[src/rtl/csc_pkg.sv]
package csc_pkg;

  // Scale a value given in thousandths by 2^sh, rounding half away from zero.
  function automatic longint q_round(input longint milli, input int sh);
    longint n;
    n = milli * (longint'(1) << sh);
    if (n >= 0) return (n + 500) / 1000;
    else        return -((500 - n) / 1000);
  endfunction

  function automatic bit in_range(input longint v, input int w);
    longint hi;
    hi = (longint'(1) << (w - 1)) - 1;
    return (v >= -hi - 1) && (v <= hi);
  endfunction

  // ceil(log2) of the largest offset magnitude, rounded up to an integer.
  function automatic int ofs_bits(input int om [3]);
    int mag;
    int ip;
    int y;
    mag = 0;
    for (int k = 0; k < 3; k++) begin
      if ((om[k] < 0 ? -om[k] : om[k]) > mag) mag = (om[k] < 0 ? -om[k] : om[k]);
    end
    ip = (mag + 999) / 1000;
    y  = 0;
    for (int t = 0; t < 31; t++) begin
      if ((1 << y) < ip) y = y + 1;
    end
    return y;
  endfunction

  // Largest shared scale exponent that keeps every weight in range.
  function automatic int pick_x(input int cm [9], input int om [3],
                                input int cw, input int dw);
    int lim;
    int best;
    bit ok;
    lim  = cw + dw - ofs_bits(om);
    best = 0;
    for (int t = 0; t < 48; t++) begin
      if (t <= lim) begin
        ok = 1'b1;
        for (int i = 0; i < 9; i++) begin
          if (!in_range(q_round(longint'(cm[i]), t), cw)) ok = 1'b0;
        end
        if (ok) best = t;
      end
    end
    return best;
  endfunction

endpackage

[src/rtl/csc_in_stage.sv]
module csc_in_stage #(
  parameter int DIN_W     = 8,
  parameter int EXT_W     = 9,
  parameter bit SIGNED_IN = 1'b0,
  parameter bit REG_IN    = 1'b1
) (
  input  logic                    clk,
  input  logic                    rst_n,
  input  logic                    adv,
  input  logic                    clr,
  input  logic [DIN_W-1:0]        raw [3],
  output logic signed [EXT_W-1:0] ext [3]
);

  logic [DIN_W-1:0] held [3];

  generate
    if (REG_IN) begin : g_reg
      always_ff @(posedge clk or negedge rst_n) begin
        if (!rst_n) begin
          for (int k = 0; k < 3; k++) held[k] <= '0;
        end else if (clr) begin
          for (int k = 0; k < 3; k++) held[k] <= '0;
        end else if (adv) begin
          for (int k = 0; k < 3; k++) held[k] <= raw[k];
        end
      end
    end else begin : g_pass
      always_comb begin
        for (int k = 0; k < 3; k++) held[k] = raw[k];
      end
    end

    for (genvar k = 0; k < 3; k++) begin : g_ext
      if (SIGNED_IN) begin : g_s
        assign ext[k] = $signed(held[k]);
      end else begin : g_u
        assign ext[k] = $signed({1'b0, held[k]});
      end
    end
  endgenerate

endmodule

[src/rtl/csc_lane.sv]
module csc_lane #(
  parameter int     EXT_W  = 9,
  parameter int     COEF_W = 18,
  parameter int     FULL_W = 28,
  parameter longint K0     = 0,
  parameter longint K1     = 0,
  parameter longint K2     = 0,
  parameter longint OFS    = 0
) (
  input  logic                     clk,
  input  logic                     rst_n,
  input  logic                     adv,
  input  logic                     clr,
  input  logic signed [EXT_W-1:0]  x0,
  input  logic signed [EXT_W-1:0]  x1,
  input  logic signed [EXT_W-1:0]  x2,
  output logic signed [FULL_W-1:0] y
);

  localparam int PROD_W = EXT_W + COEF_W;
  localparam logic signed [COEF_W-1:0] KC0   = COEF_W'(K0);
  localparam logic signed [COEF_W-1:0] KC1   = COEF_W'(K1);
  localparam logic signed [COEF_W-1:0] KC2   = COEF_W'(K2);
  localparam logic signed [FULL_W-1:0] OFS_V = FULL_W'(OFS);

  logic signed [PROD_W-1:0] m0, m1, m2;
  logic signed [FULL_W-1:0] s01, s2o, tot;

  always_ff @(posedge clk or negedge rst_n) begin
    if (!rst_n) begin
      m0 <= '0; m1 <= '0; m2 <= '0;
      s01 <= '0; s2o <= '0; tot <= '0;
    end else if (clr) begin
      m0 <= '0; m1 <= '0; m2 <= '0;
      s01 <= '0; s2o <= '0; tot <= '0;
    end else if (adv) begin
      m0  <= PROD_W'(x0) * PROD_W'(KC0);
      m1  <= PROD_W'(x1) * PROD_W'(KC1);
      m2  <= PROD_W'(x2) * PROD_W'(KC2);
      s01 <= FULL_W'(m0) + FULL_W'(m1);
      s2o <= FULL_W'(m2) + OFS_V;
      tot <= s01 + s2o;
    end
  end

  assign y = tot;

endmodule

[src/rtl/csc_vld_pipe.sv]
module csc_vld_pipe #(
  parameter int LAT = 4
) (
  input  logic clk,
  input  logic rst_n,
  input  logic adv,
  input  logic clr,
  input  logic vin,
  output logic vout
);

  logic [LAT-1:0] sh;

  always_ff @(posedge clk or negedge rst_n) begin
    if (!rst_n)     sh <= '0;
    else if (clr)   sh <= '0;
    else if (adv)   sh <= {sh[LAT-2:0], vin};
  end

  assign vout = sh[LAT-1];

endmodule

[src/rtl/csc_matrix3.sv]
module csc_matrix3 #(
  parameter int DIN_W          = 8,
  parameter bit SIGNED_IN      = 1'b0,
  parameter int COEF_W         = 18,
  parameter bit REG_IN         = 1'b1,
  parameter int COEF_MILLI [9] = '{257, 504, 98, -148, -291, 439, 439, -368, -71},
  parameter int OFS_MILLI  [3] = '{16000, 128000, 128000},
  localparam int EXT_W  = DIN_W + (SIGNED_IN ? 0 : 1),
  localparam int FULL_W = EXT_W + COEF_W + 1
) (
  input  logic              clk,
  input  logic              rst_n,
  input  logic              clk_en,
  input  logic              sync_clr,
  input  logic              vld_in,
  input  logic [DIN_W-1:0]  src0,
  input  logic [DIN_W-1:0]  src1,
  input  logic [DIN_W-1:0]  src2,
  output logic              vld_out,
  output logic [FULL_W-1:0] res0,
  output logic [FULL_W-1:0] res1,
  output logic [FULL_W-1:0] res2
);

  localparam int SCALE_X = csc_pkg::pick_x(COEF_MILLI, OFS_MILLI, COEF_W, DIN_W);
  localparam int LAT     = 3 + (REG_IN ? 1 : 0);

  // Named pipeline events, also observed by the bound checker.
  logic stage_adv;
  logic stage_clr;
  assign stage_adv = clk_en;
  assign stage_clr = clk_en & sync_clr;

  logic [DIN_W-1:0]         src_a [3];
  logic signed [EXT_W-1:0]  ext_a [3];
  logic signed [FULL_W-1:0] y_a   [3];

  assign src_a[0] = src0;
  assign src_a[1] = src1;
  assign src_a[2] = src2;

  csc_in_stage #(
    .DIN_W(DIN_W), .EXT_W(EXT_W), .SIGNED_IN(SIGNED_IN), .REG_IN(REG_IN)
  ) u_in (
    .clk(clk), .rst_n(rst_n), .adv(stage_adv), .clr(stage_clr),
    .raw(src_a), .ext(ext_a)
  );

  generate
    for (genvar g = 0; g < 3; g++) begin : g_lane
      csc_lane #(
        .EXT_W (EXT_W),
        .COEF_W(COEF_W),
        .FULL_W(FULL_W),
        .K0    (csc_pkg::q_round(longint'(COEF_MILLI[3*g]),   SCALE_X)),
        .K1    (csc_pkg::q_round(longint'(COEF_MILLI[3*g+1]), SCALE_X)),
        .K2    (csc_pkg::q_round(longint'(COEF_MILLI[3*g+2]), SCALE_X)),
        .OFS   (csc_pkg::q_round(longint'(OFS_MILLI[g]),      SCALE_X))
      ) u_lane (
        .clk(clk), .rst_n(rst_n), .adv(stage_adv), .clr(stage_clr),
        .x0(ext_a[0]), .x1(ext_a[1]), .x2(ext_a[2]), .y(y_a[g])
      );
    end
  endgenerate

  csc_vld_pipe #(.LAT(LAT)) u_vld (
    .clk(clk), .rst_n(rst_n), .adv(stage_adv), .clr(stage_clr),
    .vin(vld_in), .vout(vld_out)
  );

  assign res0 = y_a[0];
  assign res1 = y_a[1];
  assign res2 = y_a[2];

endmodule

[config.mk]
export PLATFORM = sky130hd
export DESIGN_NAME = csc_matrix3
export DESIGN_NICKNAME = d
export VERILOG_FILES = /design/src/rtl/csc_pkg.sv /design/src/rtl/csc_in_stage.sv /design/src/rtl/csc_lane.sv /design/src/rtl/csc_vld_pipe.sv /design/src/rtl/csc_matrix3.sv
export SDC_FILE = /design/constraint.sdc
export NUM_CORES = 2
export LEC_CHECK = 0
export ABC_AREA = 1
export ABC_CLOCK_PERIOD_IN_PS = 3900
export BUFFER_PORTS_ARGS = -buffer_cell sky130_fd_sc_hd__buf_2
export CORE_ASPECT_RATIO = 1.4
export CORE_MARGIN = 1
export CORE_UTILIZATION = 55
export DETAILED_ROUTE_END_ITERATION = 10
export PLACE_DENSITY = 0.74
export SLEW_MARGIN = 10
export SYNTH_ARGS = -nofsm -noshare
export SYNTH_HDL_FRONTEND = slang
export SYNTH_SLANG_ARGS = --single-unit
export TNS_END_PERCENT = 50
[constraint.sdc]
create_clock -name clk -period 3.9 [get_ports clk]
set_input_delay 0.585 -clock clk [delete_from_list [all_inputs] [get_ports clk]]
set_output_delay 0.585 -clock clk [all_outputs]
set_load 0.05 [all_outputs]
==> summary.md <==
### STA
• final critical-path setup slack: -0.01492 ns
• setup violation total in the final timing report: 2
• slew at the pin with the worst max-slew slack: 1.112 ns
• unrepaired setup endpoints after global routing: yes
• upper clock frequency limit: 255.4 MHz
• number of failing hold endpoints at the final stage: 1
• relative slew slack: 25.89%
• Setup TNS: -0.01876 ns
• Final Max Tran Viols: 0
• final worst-path cycle share: 100.4%
• post-route worst hold slack: -0.001006 ns
• largest clock skew in the final design: 0.02534 ns
• clock period minus final worst setup slack: 3.915 ns

### Clock network
• cell chosen for the clock root: sky130_fd_sc_hd__clkbuf_16
• hold bufs inserted after CTS: 0
• number of buffers added by the clock tree synthesis step: 52
• Bufs on Longest Clock Path: 3
• clk sinks: 460
• H-tree levels: 2
• Clock Pin Slew Worst Setup and Hold Paths: 0.06 ns
• insertion delay to the later sink of the worst-skew pair: 0.64 ns
• TritonCTS clock tree: done

### Global route
• total gr overflow: 0
• antenna violations before repair: 2
• pin count of the biggest net entering global routing: 202
• overall routing resource usage: 34.47%
• number of global-route vias before repair: 41180
• wire length of the first global-routing pass: 224500 um

### Layout
• post-layout instance count excluding filler cells: 7942
• layout overhead on the synthesized area: 14.87%
• layout cells sized above 1: 11.46%
• count of nets after finishing: 7638
• final core occ: 63.80%

### Synth
• Avg Inst Size Synth: 6.962 sq um
• Synth Warn #: 0
• Post-synth EDFFs: 0
• Post-Synth Adder-Cell Area: 24.98%
• synthesized instance count: 6510
• flop and latch count out of synthesis: 460
• post-synthesis compound-gate area fraction: 9.601%
• Primary FF master, synth: sky130_fd_sc_hd__dfrtp_1
• proportion of synthesized flip-flops having asynchronous set or reset: 100.0%
• sequential share of the synthesized area: 25.40%
• dominant combinational cell family by area after synthesis: simple AND/OR/NAND/NOR gates
• simple logic cell fraction of the synthesized area: 28.89%
• number of distinct library cell variants in the gate-level netlist after synthesis: 50
• Synth Net Count: 7319
• xor and xnor area share after synthesis: 0.4638%
• combined area of all synthesized cells: 45320 sq um
• multiplexer fraction of the synthesized cell area: 0%

### Setup path
• required time reported for the critical path endpoint: 4.43 ns
• arrival time at the worst endpoint: 4.44 ns
• reg-to-reg startpoint: u_in.ext[10]$_DFFE_PN0P_
• largest driver fanout on the critical path: 5
• CP Capture Type: flip-flop
• Reg2Reg Capture Point: g_lane[1].u_lane.m1[23]$_DFFE_PN0P_
• reg-to-reg setup timing slack: -0.01 ns
• startpoint class of the critical path: flip-flop
• length in cells of the worst reg-to-reg path: 17
• critical setup path kind: reg2reg

### Run status
• violated checks: negative hold slack, negative setup slack
• result of the run: finished, violations left

### Hold path
• worst hold path type: in2async

### Floorplan
• Site Rows: 124
• Die ar.: 83580 sq um
• initial core utilization: 55.54%
• number of placed I/O pins: 114
• core outline area: 81610 sq um
• die height: 341.7 um
• width of the die: 244.6 um

### Placement
• post-place setup slack: -0.1103 ns
• gpl congestion: 0.9935
• half-perimeter wire length after placement: 117500 um
• cell count after placement: 7832
• count of input and output buffers: 112

### Power and ir drop
• part of the power in registers: 22.8%
• power per unit of standard cell area: 571.6 nW/um^2
• switching pwr: 0.01410 W
• relative contribution of combinational cells to total power: 59.9%
• fraction of power consumed by the clock network: 17.3%
• leakage dissipation: 29.38 nW
• Sw Ratio: 47.38%
• peak supply drop: 436.9 uV
• Total Power: 0.02976 W
• Internal Dissipation: 0.01566 W

### Drt
• Post-Route WL: 144600 um
• via count: 42330
• Pre-Repair DR Iteration Count: 5
• initial detailed-routing violation count: 2634
• post-DR wirelength/cell: 18.21 um
• post-detailed-route DRC marker count: 0
• remaining antenna violation count: 0
• vias per std cell: 5.329

### Flow run
• max-capacitance violation count: 0

-- layer usage --
metal  GRT usage, %  share of wire, %  up-vias  routed length [um]
met5              0                 0        -                   0
met4          18.22               6.0        0                8637
met3          2.761               3.6      315                5220
met2          60.04                49      966               71020
met1          42.34                41    19840               59740
li1               -                 -    21200                   -
-- metrics by stage --
stage / cell area, sq um / hold WS [ns]
floorplan: 45400 / 0.2894
global placement: 48780 / 0.4583
detailed placement: 48780 / 0.4616
CTS: 50880 / 0.03715
global route: 52060 / 0.05846
finish: 52060 / -0.001006
-- cells in the mapped netlist (14+ instances only) --
cell	n	area, sq um
sky130_fd_sc_hd__xnor2_1	14	122.6
sky130_fd_sc_hd__a21oi_1	270	1351
sky130_fd_sc_hd__o21ai_0	228	1141
sky130_fd_sc_hd__o21ai_1	125	625.6
sky130_fd_sc_hd__nor3_1	25	125.1
sky130_fd_sc_hd__nor2_1	430	1614
sky130_fd_sc_hd__o21bai_1	37	277.8
sky130_fd_sc_hd__o22ai_1	28	175.2
sky130_fd_sc_hd__inv_1	1139	4275
sky130_fd_sc_hd__and2_1	25	156.4
sky130_fd_sc_hd__a21o_1	14	105.1
sky130_fd_sc_hd__nand2_1	2197	8247
sky130_fd_sc_hd__nand4_1	69	431.7
sky130_fd_sc_hd__ha_1	572	7157
sky130_fd_sc_hd__buf_2	72	360.4
sky130_fd_sc_hd__clkbuf_1	23	86.33
sky130_fd_sc_hd__a22o_1	44	385.4
sky130_fd_sc_hd__fa_1	208	4164
sky130_fd_sc_hd__nor2_2	15	93.84
sky130_fd_sc_hd__dfrtp_1	460	11510
sky130_fd_sc_hd__nand3_1	370	1852
sky130_fd_sc_hd__nand3b_1	34	255.2
-- worst max-delay path: stages (launching register included) --
cell	delay, ns
sky130_fd_sc_hd__dfrtp_2	0.42
sky130_fd_sc_hd__fa_2	0.62
sky130_fd_sc_hd__buf_6	0.14
sky130_fd_sc_hd__fa_2	0.51
sky130_fd_sc_hd__fa_1	0.58
sky130_fd_sc_hd__inv_2	0.04
sky130_fd_sc_hd__fa_1	0.51
sky130_fd_sc_hd__inv_2	0.05
sky130_fd_sc_hd__ha_4	0.28
sky130_fd_sc_hd__nand2_4	0.05
sky130_fd_sc_hd__inv_4	0.06
sky130_fd_sc_hd__buf_6	0.09
sky130_fd_sc_hd__and3_4	0.17
sky130_fd_sc_hd__nand2_2	0.06
sky130_fd_sc_hd__nand3_2	0.07
sky130_fd_sc_hd__nand2_2	0.05
sky130_fd_sc_hd__nand3_2	0.05
sky130_fd_sc_hd__nand2_1	0.06
-- state kept, by name, indices dropped and copies added (netlist names) --
signal and count:
g_lane.u_lane.y 83, g_lane.u_lane.s01 78, g_lane.u_lane.m0 69, g_lane.u_lane.m1 69, g_lane.u_lane.s2o 68, g_lane.u_lane.m2 65
u_in.ext 24, u_vld.sh 4
-- power groups by stage --
stage	sequential, W	combinational [W]	clock (W)
CTS	0.00679	0.0161	0.00525
detailed placement	0.00685	0.0154	0
global placement	0.00684	0.0152	0
floorplan	0.00705	0.00983	0
global route	0.00687	0.0198	0.00540
finish	0.00679	0.0178	0.00515
-- worst max-delay path by stage --
stage	endpoint	start
5_1_grt	g_lane[2].u_lane.m2[22]$_DFFE_PN0P_	u_in.ext[1]$_DFFE_PN0P_
2_1_floorplan	g_lane[1].u_lane.m0[25]$_DFFE_PN0P_	u_in.ext[19]$_DFFE_PN0P_
3_5_place_dp	g_lane[1].u_lane.m0[25]$_DFFE_PN0P_	u_in.ext[19]$_DFFE_PN0P_
6_report	g_lane[1].u_lane.m1[23]$_DFFE_PN0P_	u_in.ext[10]$_DFFE_PN0P_
4_1_cts	g_lane[2].u_lane.m1[25]$_DFFE_PN0P_	u_in.ext[9]$_DFFE_PN0P_
3_3_place_gp	g_lane[1].u_lane.m1[23]$_DFFE_PN0P_	u_in.ext[10]$_DFFE_PN0P_
-- timing repair --
action / 4_1_cts / 5_1_grt
gates resized for setup: 51 / 248
buffers inserted: 3 / 11
setup endpoints to repair: 24 / 82
pin swaps: 36 / 93
endpoints found under the hold margin: 0 / 0
-- layout make-up --
cell class	count	area, sq um
Timing Repair Buffer	369	2683
Tap cell	1071	1340
Inverter	1149	4329
Clock buffer	64	1396
Antenna cell	1	2.502
Fill cell	7550	29550
Clock inverter	31	364.1
Multi-Input combinational cell	4797	30420
Sequential cell	460	11530
-- layout by cell type, fill, tap and decap left out, types with 36 or more instances in the layout --
master / n
sky130_fd_sc_hd__a21oi_1: 233
sky130_fd_sc_hd__nand2_1: 2157
sky130_fd_sc_hd__nand2_2: 40
sky130_fd_sc_hd__ha_4: 56
sky130_fd_sc_hd__clkbuf_16: 52
sky130_fd_sc_hd__buf_4: 239
sky130_fd_sc_hd__fa_1: 198
sky130_fd_sc_hd__a22o_1: 44
sky130_fd_sc_hd__nand3_1: 348
sky130_fd_sc_hd__inv_1: 1118
sky130_fd_sc_hd__nor2_1: 395
sky130_fd_sc_hd__o21ai_0: 215
sky130_fd_sc_hd__o21ai_1: 130
sky130_fd_sc_hd__dfrtp_1: 447
sky130_fd_sc_hd__nand4_1: 69
sky130_fd_sc_hd__o21bai_1: 36
sky130_fd_sc_hd__buf_2: 110
sky130_fd_sc_hd__nor2_2: 41
sky130_fd_sc_hd__ha_1: 498
-- kinds of logic (layout without fill, tap and decap cells) --
group | Yosys count | count (layout)
buffers and inverters | 1253 | 1613
other | 1 | 2
DFF | 460 | 460
adders and majority gates | 780 | 780
AOI/OAI and AO/OA | 782 | 782
and+or+nand+nor | 3210 | 3210
xor gates and xnor gates | 24 | 24
Note: power is estimated with default switching activity, not from simulation.
